File: config.mk
export PLATFORM = sky130hd
export DESIGN_NAME = fault_queue_filter
export DESIGN_NICKNAME = d
export VERILOG_FILES = /design/src/rtl/fq_pkg.sv /design/src/rtl/fq_cmp.sv /design/src/rtl/fq_run_counter.sv /design/src/rtl/fq_zone.sv /design/src/rtl/fault_queue_filter.sv
export SDC_FILE = /design/constraint.sdc
export NUM_CORES = 1
export LEC_CHECK = 0
export BUFFER_PORTS_ARGS = -buffer_cell sky130_fd_sc_hd__buf_2
export CORE_ASPECT_RATIO = 1.1
export CORE_MARGIN = 3
export CORE_UTILIZATION = 45
export CTS_CLUSTER_DIAMETER = 30
export CTS_CLUSTER_SIZE = 40
export DETAILED_ROUTE_END_ITERATION = 8
export GPL_ROUTABILITY_DRIVEN = 0
export PLACE_DENSITY = 0.75
export SKIP_CTS_REPAIR_TIMING = 1
export SLEW_MARGIN = 20
export SYNTH_ARGS = -nofsm -noshare
export SYNTH_HDL_FRONTEND = slang
export SYNTH_SLANG_ARGS = --single-unit
File: constraint.sdc
create_clock -name clk -period 2.2 [get_ports clk]
set_input_delay 0.44 -clock clk [delete_from_list [all_inputs] [get_ports clk]]
set_output_delay 0.44 -clock clk [all_outputs]
set_load 0.01 [all_outputs]
File: src/rtl/fq_pkg.sv
// Package: shared constants and the depth-code decoder of the fault queue.
// Assumes the depth code is always two bits wide.
package fq_pkg;
    localparam int MAX_DEPTH = 6;
    localparam int CNT_W     = $clog2(MAX_DEPTH + 1);

    typedef logic [CNT_W-1:0] run_cnt_t;

    // Map the two-bit depth code to a run length (1, 2, 4, 6).
    function automatic run_cnt_t depth_of(input logic [1:0] code);
        case (code)
            2'b00:   return run_cnt_t'(1);
            2'b01:   return run_cnt_t'(2);
            2'b10:   return run_cnt_t'(4);
            default: return run_cnt_t'(MAX_DEPTH);
        endcase
    endfunction
endpackage

File: src/rtl/fq_cmp.sv
// fq_cmp: signed window comparator for one zone.
// Produces a high candidate (value above the high limit) and a low candidate
// (value below the low limit). Equality is in-limit on both sides.
// Assumes all three operands are two's complement of the same width.
module fq_cmp #(
    parameter int TW = 12
) (
    input  logic [TW-1:0] value,
    input  logic [TW-1:0] hi_lim,
    input  logic [TW-1:0] lo_lim,
    output logic          above,
    output logic          below
);
    logic signed [TW-1:0] v_s, h_s, l_s;

    // Reinterpret operands as signed and compare.
    always_comb begin
        v_s   = signed'(value);
        h_s   = signed'(hi_lim);
        l_s   = signed'(lo_lim);
        above = (v_s > h_s);
        below = (v_s < l_s);
    end
endmodule

File: src/rtl/fq_run_counter.sv
// fq_run_counter: counts consecutive candidate conversions for one condition.
// The qualified flag rises when the count reaches the depth. The count
// saturates there. A non-candidate conversion or a purge clears both.
// Assumes depth changes only together with a purge (configuration write).
module fq_run_counter
    import fq_pkg::*;
(
    input  logic     clk,
    input  logic     rst_n,
    input  logic     conv,
    input  logic     cand,
    input  logic     purge,
    input  run_cnt_t depth,
    output logic     qual
);
    run_cnt_t         cnt;
    logic [CNT_W:0]   cnt_inc;

    // Next count value, one bit wider so it never wraps.
    always_comb cnt_inc = {1'b0, cnt} + 1'b1;

    // Run counter and qualified flag update; purge has priority.
    always_ff @(posedge clk) begin
        if (!rst_n) begin
            cnt  <= '0;
            qual <= 1'b0;
        end else if (purge) begin
            cnt  <= '0;
            qual <= 1'b0;
        end else if (conv) begin
            if (cand) begin
                if (cnt_inc >= {1'b0, depth}) begin
                    cnt  <= depth;
                    qual <= 1'b1;
                end else begin
                    cnt  <= cnt_inc[CNT_W-1:0];
                    qual <= 1'b0;
                end
            end else begin
                cnt  <= '0;
                qual <= 1'b0;
            end
        end
    end

    assert_purge_clears_R8: assert property (@(posedge clk) disable iff (!rst_n)
        purge |=> (cnt == '0) && !qual);

    assert_break_clears_R4: assert property (@(posedge clk) disable iff (!rst_n)
        (conv && !cand && !purge) |=> !qual);

    assert_rise_needs_cand_R3: assert property (@(posedge clk) disable iff (!rst_n)
        $rose(qual) |-> $past(conv && cand && !purge));

    assert_persist_R5: assert property (@(posedge clk) disable iff (!rst_n)
        (qual && conv && cand && !purge) |=> qual);

    assert_saturate_R5: assert property (@(posedge clk) disable iff (!rst_n)
        cnt <= run_cnt_t'(MAX_DEPTH));

    assert_idle_hold_R10: assert property (@(posedge clk) disable iff (!rst_n)
        (!conv && !purge) |=> $stable(qual));
endmodule

File: src/rtl/fq_zone.sv
// fq_zone: the whole filter path for one temperature zone. It holds the window
// comparator, independent high and low run counters, and unfiltered capture
// registers for the critical and diode-fault indications.
// Assumes purge already merges the global and the per-zone write strobes.
module fq_zone
    import fq_pkg::*;
#(
    parameter int TW = 12
) (
    input  logic          clk,
    input  logic          rst_n,
    input  logic          conv,
    input  logic [TW-1:0] value,
    input  logic [TW-1:0] hi_lim,
    input  logic [TW-1:0] lo_lim,
    input  logic          purge,
    input  run_cnt_t      depth,
    input  logic          crit_in,
    input  logic          diode_in,
    output logic          hi_evt,
    output logic          lo_evt,
    output logic          crit_evt,
    output logic          diode_evt
);
    logic above, below;

    fq_cmp #(.TW(TW)) u_cmp (
        .value  (value),
        .hi_lim (hi_lim),
        .lo_lim (lo_lim),
        .above  (above),
        .below  (below)
    );

    fq_run_counter u_hi (
        .clk   (clk),
        .rst_n (rst_n),
        .conv  (conv),
        .cand  (above),
        .purge (purge),
        .depth (depth),
        .qual  (hi_evt)
    );

    fq_run_counter u_lo (
        .clk   (clk),
        .rst_n (rst_n),
        .conv  (conv),
        .cand  (below),
        .purge (purge),
        .depth (depth),
        .qual  (lo_evt)
    );

    // Capture the unfiltered indications on every conversion; purge does not apply.
    always_ff @(posedge clk) begin
        if (!rst_n) begin
            crit_evt  <= 1'b0;
            diode_evt <= 1'b0;
        end else if (conv) begin
            crit_evt  <= crit_in;
            diode_evt <= diode_in;
        end
    end

    assert_bypass_R9: assert property (@(posedge clk) disable iff (!rst_n)
        conv |=> (crit_evt == $past(crit_in)) && (diode_evt == $past(diode_in)));

    assert_depth_one_hi_R3: assert property (@(posedge clk) disable iff (!rst_n)
        (conv && above && !purge && depth == run_cnt_t'(1)) |=> hi_evt);

    assert_depth_one_lo_R3: assert property (@(posedge clk) disable iff (!rst_n)
        (conv && below && !purge && depth == run_cnt_t'(1)) |=> lo_evt);
endmodule

File: src/rtl/fault_queue_filter.sv
// fault_queue_filter: top of the multi-zone consecutive-event filter.
// Decodes the shared depth code, builds the per-zone purge from the
// configuration and limit write strobes, and instantiates one fq_zone per zone.
// Assumes the depth code changes only together with a cfg_wr pulse.
module fault_queue_filter
    import fq_pkg::*;
#(
    parameter int NZONE = 2,
    parameter int TW    = 12
) (
    input  logic                clk,
    input  logic                rst_n,
    input  logic [NZONE-1:0]    conv_done,
    input  logic [NZONE*TW-1:0] temp_flat,
    input  logic [NZONE*TW-1:0] hi_lim_flat,
    input  logic [NZONE*TW-1:0] lo_lim_flat,
    input  logic [1:0]          depth_sel,
    input  logic                cfg_wr,
    input  logic [NZONE-1:0]    hi_lim_wr,
    input  logic [NZONE-1:0]    lo_lim_wr,
    input  logic [NZONE-1:0]    crit_raw,
    input  logic [NZONE-1:0]    diode_raw,
    output logic [NZONE-1:0]    hi_evt,
    output logic [NZONE-1:0]    lo_evt,
    output logic [NZONE-1:0]    crit_evt,
    output logic [NZONE-1:0]    diode_evt
);
    run_cnt_t         depth;
    logic [NZONE-1:0] purge;

    // Decode the shared depth code once for all zones.
    always_comb depth = depth_of(depth_sel);

    for (genvar z = 0; z < NZONE; z++) begin : g_zone
        // Per-zone purge: global configuration write or this zone's limit writes.
        always_comb purge[z] = cfg_wr | hi_lim_wr[z] | lo_lim_wr[z];

        fq_zone #(.TW(TW)) u_zone (
            .clk       (clk),
            .rst_n     (rst_n),
            .conv      (conv_done[z]),
            .value     (temp_flat[z*TW +: TW]),
            .hi_lim    (hi_lim_flat[z*TW +: TW]),
            .lo_lim    (lo_lim_flat[z*TW +: TW]),
            .purge     (purge[z]),
            .depth     (depth),
            .crit_in   (crit_raw[z]),
            .diode_in  (diode_raw[z]),
            .hi_evt    (hi_evt[z]),
            .lo_evt    (lo_evt[z]),
            .crit_evt  (crit_evt[z]),
            .diode_evt (diode_evt[z])
        );

        assert_limit_purge_R7: assert property (@(posedge clk) disable iff (!rst_n)
            (hi_lim_wr[z] || lo_lim_wr[z]) |=> !hi_evt[z] && !lo_evt[z]);
    end

    assert_cfg_purge_R6: assert property (@(posedge clk) disable iff (!rst_n)
        cfg_wr |=> (hi_evt == '0) && (lo_evt == '0));
endmodule

**After elaboration in Yosys (flattened, before gate mapping)**

Index checks and enable logic that the tools add are counted.

- $add $sub $neg: 4
- Multiply operators: 0
- Divide/modulo/power cells: 0
- Order comparisons: 8
- Eq/ne operators: 2
- Shift operators: 0
- Multiplexer cells: 17
- Bitwise logic cells: 5
- Reductions and logical operators: 3

Operator list:

| operator | count |
|---|---|
| 12-bit greater-than comparator | 2 |
| 12-bit less-than comparator | 2 |
| 3-bit two-way mux | 8 |
| 3-bit by 1-bit adder with 4-bit output (second input constant) | 4 |
| 4-bit by 3-bit greater-or-equal comparator with 1-bit output | 4 |
| 3-bit one-hot mux with 3 select lines | 1 |
| 1-bit two-way mux | 8 |
| 1-bit bitwise OR | 4 |
| 2-bit OR reduction | 2 |
| 2-bit by 1-bit == test with 1-bit output (second input constant) | 1 |
| 2-bit == test (second input constant) | 1 |
| 2-bit zero test | 1 |
| 1-bit NOT | 1 |

- Flip-flop bits (word level): 20
- Bits in latches: 0
- RAM bits: 0
- Bits in read-only memories: 0
- Bits of input ports: 87
- Output and inout port bits: 8
- Logic and storage cells: 51
- Memories: 0

**Longest topological paths before layout**

- Depth after elaboration: 5
- Depth in mapped cells: 10
- Gate-level depth less buffers: 10

**Hierarchy**

From an unflattened synthesis, not the netlist that was laid out.

- Cell total of the unflattened synthesis: 308
- Area total of the unflattened synthesis: 2483.6 um^2

Modules (own cells, without submodules):

| module | instances | cells each | area each (um^2) | sequential area each (um^2) |
|---|---|---|---|---|
| fq_run_counter | 4 | 33 | 279.0 | 80.1 |
| fq_cmp (g_zone[1].u_zone.u_cmp) | 1 | 81 | 603.1 | 0.0 |
| fq_cmp (g_zone[0].u_zone.u_cmp) | 1 | 78 | 595.6 | 0.0 |
| fq_zone | 2 | 6 | 72.6 | 40.0 |
| fault_queue_filter | 1 | 5 | 23.8 | 0.0 |

**Least setup slack after synthesis**

No wires, ideal clock.

- Path kind: in2reg
- Start point: input depth_sel[1]
- End point: register g_zone[0].u_zone.u_lo.cnt[1]
- Setup time: 0.117 ns
- Data arrival time: 1.929 ns
- Data required time: 2.083 ns
- Slack: 0.155 ns
- Stages on the path: 9
- Buffers on the path: 0
- Cell sequence: inv_1 -> nand2_1 -> inv_1 -> ha_1 -> o21ai_0 -> a21oi_1 -> a31o_2 -> mux2_2 -> a22o_1

- Cells in the longest elaborated chain, start to end: 5
- Elaborated cells between the ends (all ways): 7
- Those cells by class: order compare: 1; eq/ne: 2; mux: 3; reduce/logical: 1

Ends and longest elaborated chain:

| what | line | source |
|---|---|---|
| from (decl) | fault_queue_filter.sv:17 | `input logic [1:0] depth_sel,` |
| 2-bit == test, or another cell as far along | fq_pkg.sv:11 | `case (code)` |
| 3-bit one-hot mux with 3 select lines (*) | fq_pkg.sv:11 |  |
| 4-bit by 3-bit greater-or-equal comparator with 1-bit output | fq_run_counter.sv:32 | `if (cnt_inc >= {1'b0, depth}) begin` |
| 3-bit two-way mux (*) | fq_run_counter.sv:32 |  |
| 3-bit two-way mux (*) | fq_run_counter.sv:31 | `if (cand) begin` |
| to (signal assigned) | fq_run_counter.sv:33 | `cnt <= depth;` |
| to (signal assigned) | fq_run_counter.sv:36 | `cnt <= cnt_inc[CNT_W-1:0];` |
| to (decl) | fq_run_counter.sv:16 | `run_cnt_t cnt;` |

Mark *: on every way between the ends. The rest lies on a longest branch, timed or not.
A chain may end at the register's enable or synchronous reset.

**Worst setup path after layout**

- Start point: register g_zone[0].u_zone.u_lo.cnt[1]
- End point: register g_zone[0].u_zone.u_lo.cnt[2]

- Cells in the longest elaborated chain, start to end: 4

Ends and longest elaborated chain:

| what | line | source |
|---|---|---|
| 3-bit by 1-bit adder with 4-bit output (*) | fq_run_counter.sv:20 | `always_comb cnt_inc = {1'b0, cnt} + 1'b1;` |
| 4-bit by 3-bit greater-or-equal comparator with 1-bit output | fq_run_counter.sv:32 |  |
| 3-bit two-way mux (*) | fq_run_counter.sv:32 |  |
| 3-bit two-way mux (*) | fq_run_counter.sv:31 |  |

Marked as above.

==> PnR_summary.wiki <==
{| class="wikitable"
! Metric !! Value
|-
| Outcome || finished clean
|-
| Total wirelength of the detailed-routed design || 5820 um
|-
| Worst Slack Setup Final || 0.180 ns
|-
| Number of routed nets with antenna violations || 0
|-
| Area of the core region || 5130 um^2
|-
| Maximum number of pins on one net before global-route repair || 13
|-
| Largest clock skew in the final design || 0.00485 ns
|-
| Netlist area before placement || 2460 um^2
|-
| Final Cycle Share || 91.8%
|-
| Worst Path Arrival || 2.18 ns
|-
| Power Density || 359 nW/um^2
|-
| Total chip power || 1.12 mW
|-
| Share of async-settable or async-resettable flops after synthesis || 0%
|-
| Number of warnings issued by yosys || 0
|-
| Iter 0 DRT Violations || 63
|-
| Clock input transition at the sequential cells of the worst setup and hold paths || 0.08 ns
|-
| Final setup vio count || 0
|-
| Largest fanout on the critical path || 4
|-
| Die Area || 6380 um^2
|-
| Post-Syn Area per Cell || 8.11 um^2
|-
| Clock tree buffer depth || 2
|-
| Pin slew with the least headroom to its limit || 0.572 ns
|-
| CTS Root Buffer Type || clkbuf_8
|-
| Type of destination of the critical path || flop
|-
| Number of flip-flops and latches in the synthesized netlist || 20
|-
| Insertion delay to the later sink of the worst-skew pair || 0.26 ns
|-
| Type of the tightest min-delay check || in2reg
|-
| Average routed wire per standard cell || 12.3 um
|-
| Number of buffers created by CTS || 3
|-
| Layout cells sized above 1 || 29.7%
|-
| Leak pwr || 1.78 nW
|-
| Via count normalized by instance count || 5.18
|-
| Maximum VDD drop || 336 uV
|-
| Worst endpoint required time || 2.36 ns
|-
| Final Hold Viols || 0
|-
| Post-synthesis cell type count || 43
|-
| Setup TNS || 0 ns
|-
| Number of synthesized flops with an enable pin || 0
|-
| Area grow syn2layout || 26.4%
|-
| Top-level I/O count || 95
|-
| # H-tree levels || 1
|-
| Half-perimeter wire length after detailed placement || 5060 um
|-
| Highest Clock Rate || 0.495 GHz
|-
| Chip height || 83.5 um
|-
| Final max-slew violation count || 0
|-
| Number of global-route vias before repair || 2440
|-
| Syn nets || 452
|-
| Unrepaired setup endpoints after global routing || false
|-
| Post-synthesis instance total || 303
|-
| Count of unresolved DRC violations after routing || 0
|-
| Max transition margin || 61.8%
|-
| First-pass GRT wire length || 10100 um
|-
| TritonCTS clock tree || yes
|-
| Type of the setup path with the least slack || reg2reg
|-
| Number of cells in the design after placement || 469
|-
| Portion of the post-synthesis area used by sequential elements || 16.3%
|-
| Final worst path period need || 2.02 ns
|-
| Layout Cells excl Fill || 473
|-
| Cell Rows || 27
|-
| Antenna violations before repair || 0
|-
| N_diodes || 0
|-
| Input/output buffers || 94
|-
| Number of clock sinks || 20
|-
| Total via count after detailed routing || 2451
|-
| Primary FF master, synth || dfxtp_1
|-
| Starting Density || 47.8%
|-
| Placement Setup Slack || -0.0315 ns
|-
| Share of the core filled with cells || 60.5%
|-
| Number of nets in the finished design || 551
|-
| Max Cap Violations || 0
|-
| Worst setup SP type || flop
|-
| Global-route usage over all layers || 18.6%
|-
| First drt pass iteration count || 4
|-
| Grt ovf || 0
|-
| Die W || 76.4 um
|}
[cell type report]
type	count	area [um^2]
Clock inverter	1	30.0
Inverter	57	214
Tap cell	72	90.1
Timing Repair Buffer	103	538
Sequential cell	20	402
Clock buffer	3	41.3
Multi-Input combinational cell	217	1790
Fill cell	488	2030
[through the flow]
step | instance area (um^2) | hold slack, ns
after floorplan | 2460 | 0.426
final | 3100 | 0.440
after global placement | 3020 | 0.469
after CTS | 3090 | 0.445
after detailed placement | 3020 | 0.466
after global routing | 3100 | 0.474
[cell usage after synthesis (4+ instances only)]
cell      instances  area share [%]
nand2_1          18             2.8
a21o_1            5             1.5
dfxtp_1          20              16
xor2_1            4             1.4
nand4_1           7             1.8
inv_1            57             8.7
a21oi_1          19             3.9
nor2b_1          10             2.5
ha_1             62              32
buf_4             8             2.4
o211ai_1          4             1.2
o21ai_0          16             3.3
a22o_1            8             2.9
nor2_1            7             1.1
mux2i_1          11             4.5
nor3_1            7             1.4
[placed cells by master, fill, tap and decap left out, types with 3 or more instances in the layout]
master / n
clkbuf_8: 3
o21ai_0: 15
o21ai_1: 3
nor2_1: 7
a21oi_1: 18
dfxtp_1: 19
ha_1: 62
buf_2: 94
xor2_1: 3
a22o_1: 8
a31oi_1: 3
a21o_1: 5
nand2_1: 18
nor2b_1: 10
nand4_1: 7
nand3_1: 3
nand2b_1: 3
a211oi_1: 3
nor3_1: 7
buf_4: 9
mux2i_1: 11
inv_1: 57
o211ai_1: 4
[power breakdown]
part	switching, mW	internal (mW)	total, mW
clock network	0.126	0.243	0.369
registers	0.00357	0.368	0.371
logic	0.183	0.192	0.375
total	0.313	0.803	1.12
[critical path, cell delays in order (launching register included)]
cell and delay [ns]:
dfxtp_1 0.38, ha_1 0.18, xor2_1 0.20, ha_1 0.26, nor2_1 0.13, a21oi_2 0.06
a31o_2 0.25, mux2_2 0.27, a22o_1 0.20
[layer usage]
| layer | up-vias | wire, um | track usage [%] |
|---|---|---|---|
| li1 | 1264 | - | - |
| met1 | 1092 | 2430 | 20.9 |
| met2 | 87 | 3000 | 36.5 |
| met3 | 8 | 315 | 2.59 |
| met4 | 0 | 67 | 4.28 |
| met5 | - | 0 | 0 |
[path summary, 6_finish.rpt]
| path | startpoint | to | slack (ns) | cells after the start |
|---|---|---|---|---|
| worst max register to register | g_zone[0].u_zone.u_lo.cnt[1] | g_zone[0].u_zone.u_lo.cnt[2] | 0.18 | 8 |
| worst min register to register | g_zone[0].u_zone.u_lo.qual | g_zone[0].u_zone.u_lo.qual | 0.48 | 1 |
| worst min-delay path | crit_raw[1] | g_zone[1].u_zone.crit_evt | 0.44 | 3 |
| worst max-delay path | g_zone[0].u_zone.u_lo.cnt[1] | g_zone[0].u_zone.u_lo.cnt[2] | 0.18 | 8 |
[cell families after synthesis]
| logic type | Yosys count | synth area share (%) |
|---|---|---|
| flip-flops | 20 | 16.3 |
| adder cells (fa/ha/maj) | 62 | 31.6 |
| multiplexers | 14 | 6.01 |
| AO/OA/AOI/OAI | 75 | 19.9 |
| XOR/XNOR | 4 | 1.43 |
| AND/OR/NAND/NOR | 62 | 13.5 |
| buffers and inverters | 66 | 11.3 |
[state kept, by name, indices dropped and copies added, names as in the netlist]
signal,cells
g_zone.u_zone.u_hi.cnt,6
g_zone.u_zone.u_lo.cnt,6
g_zone.u_zone.crit_evt,2
g_zone.u_zone.diode_evt,2
g_zone.u_zone.u_hi.qual,2
g_zone.u_zone.u_lo.qual,2
(Power assumes the default switching activity.)
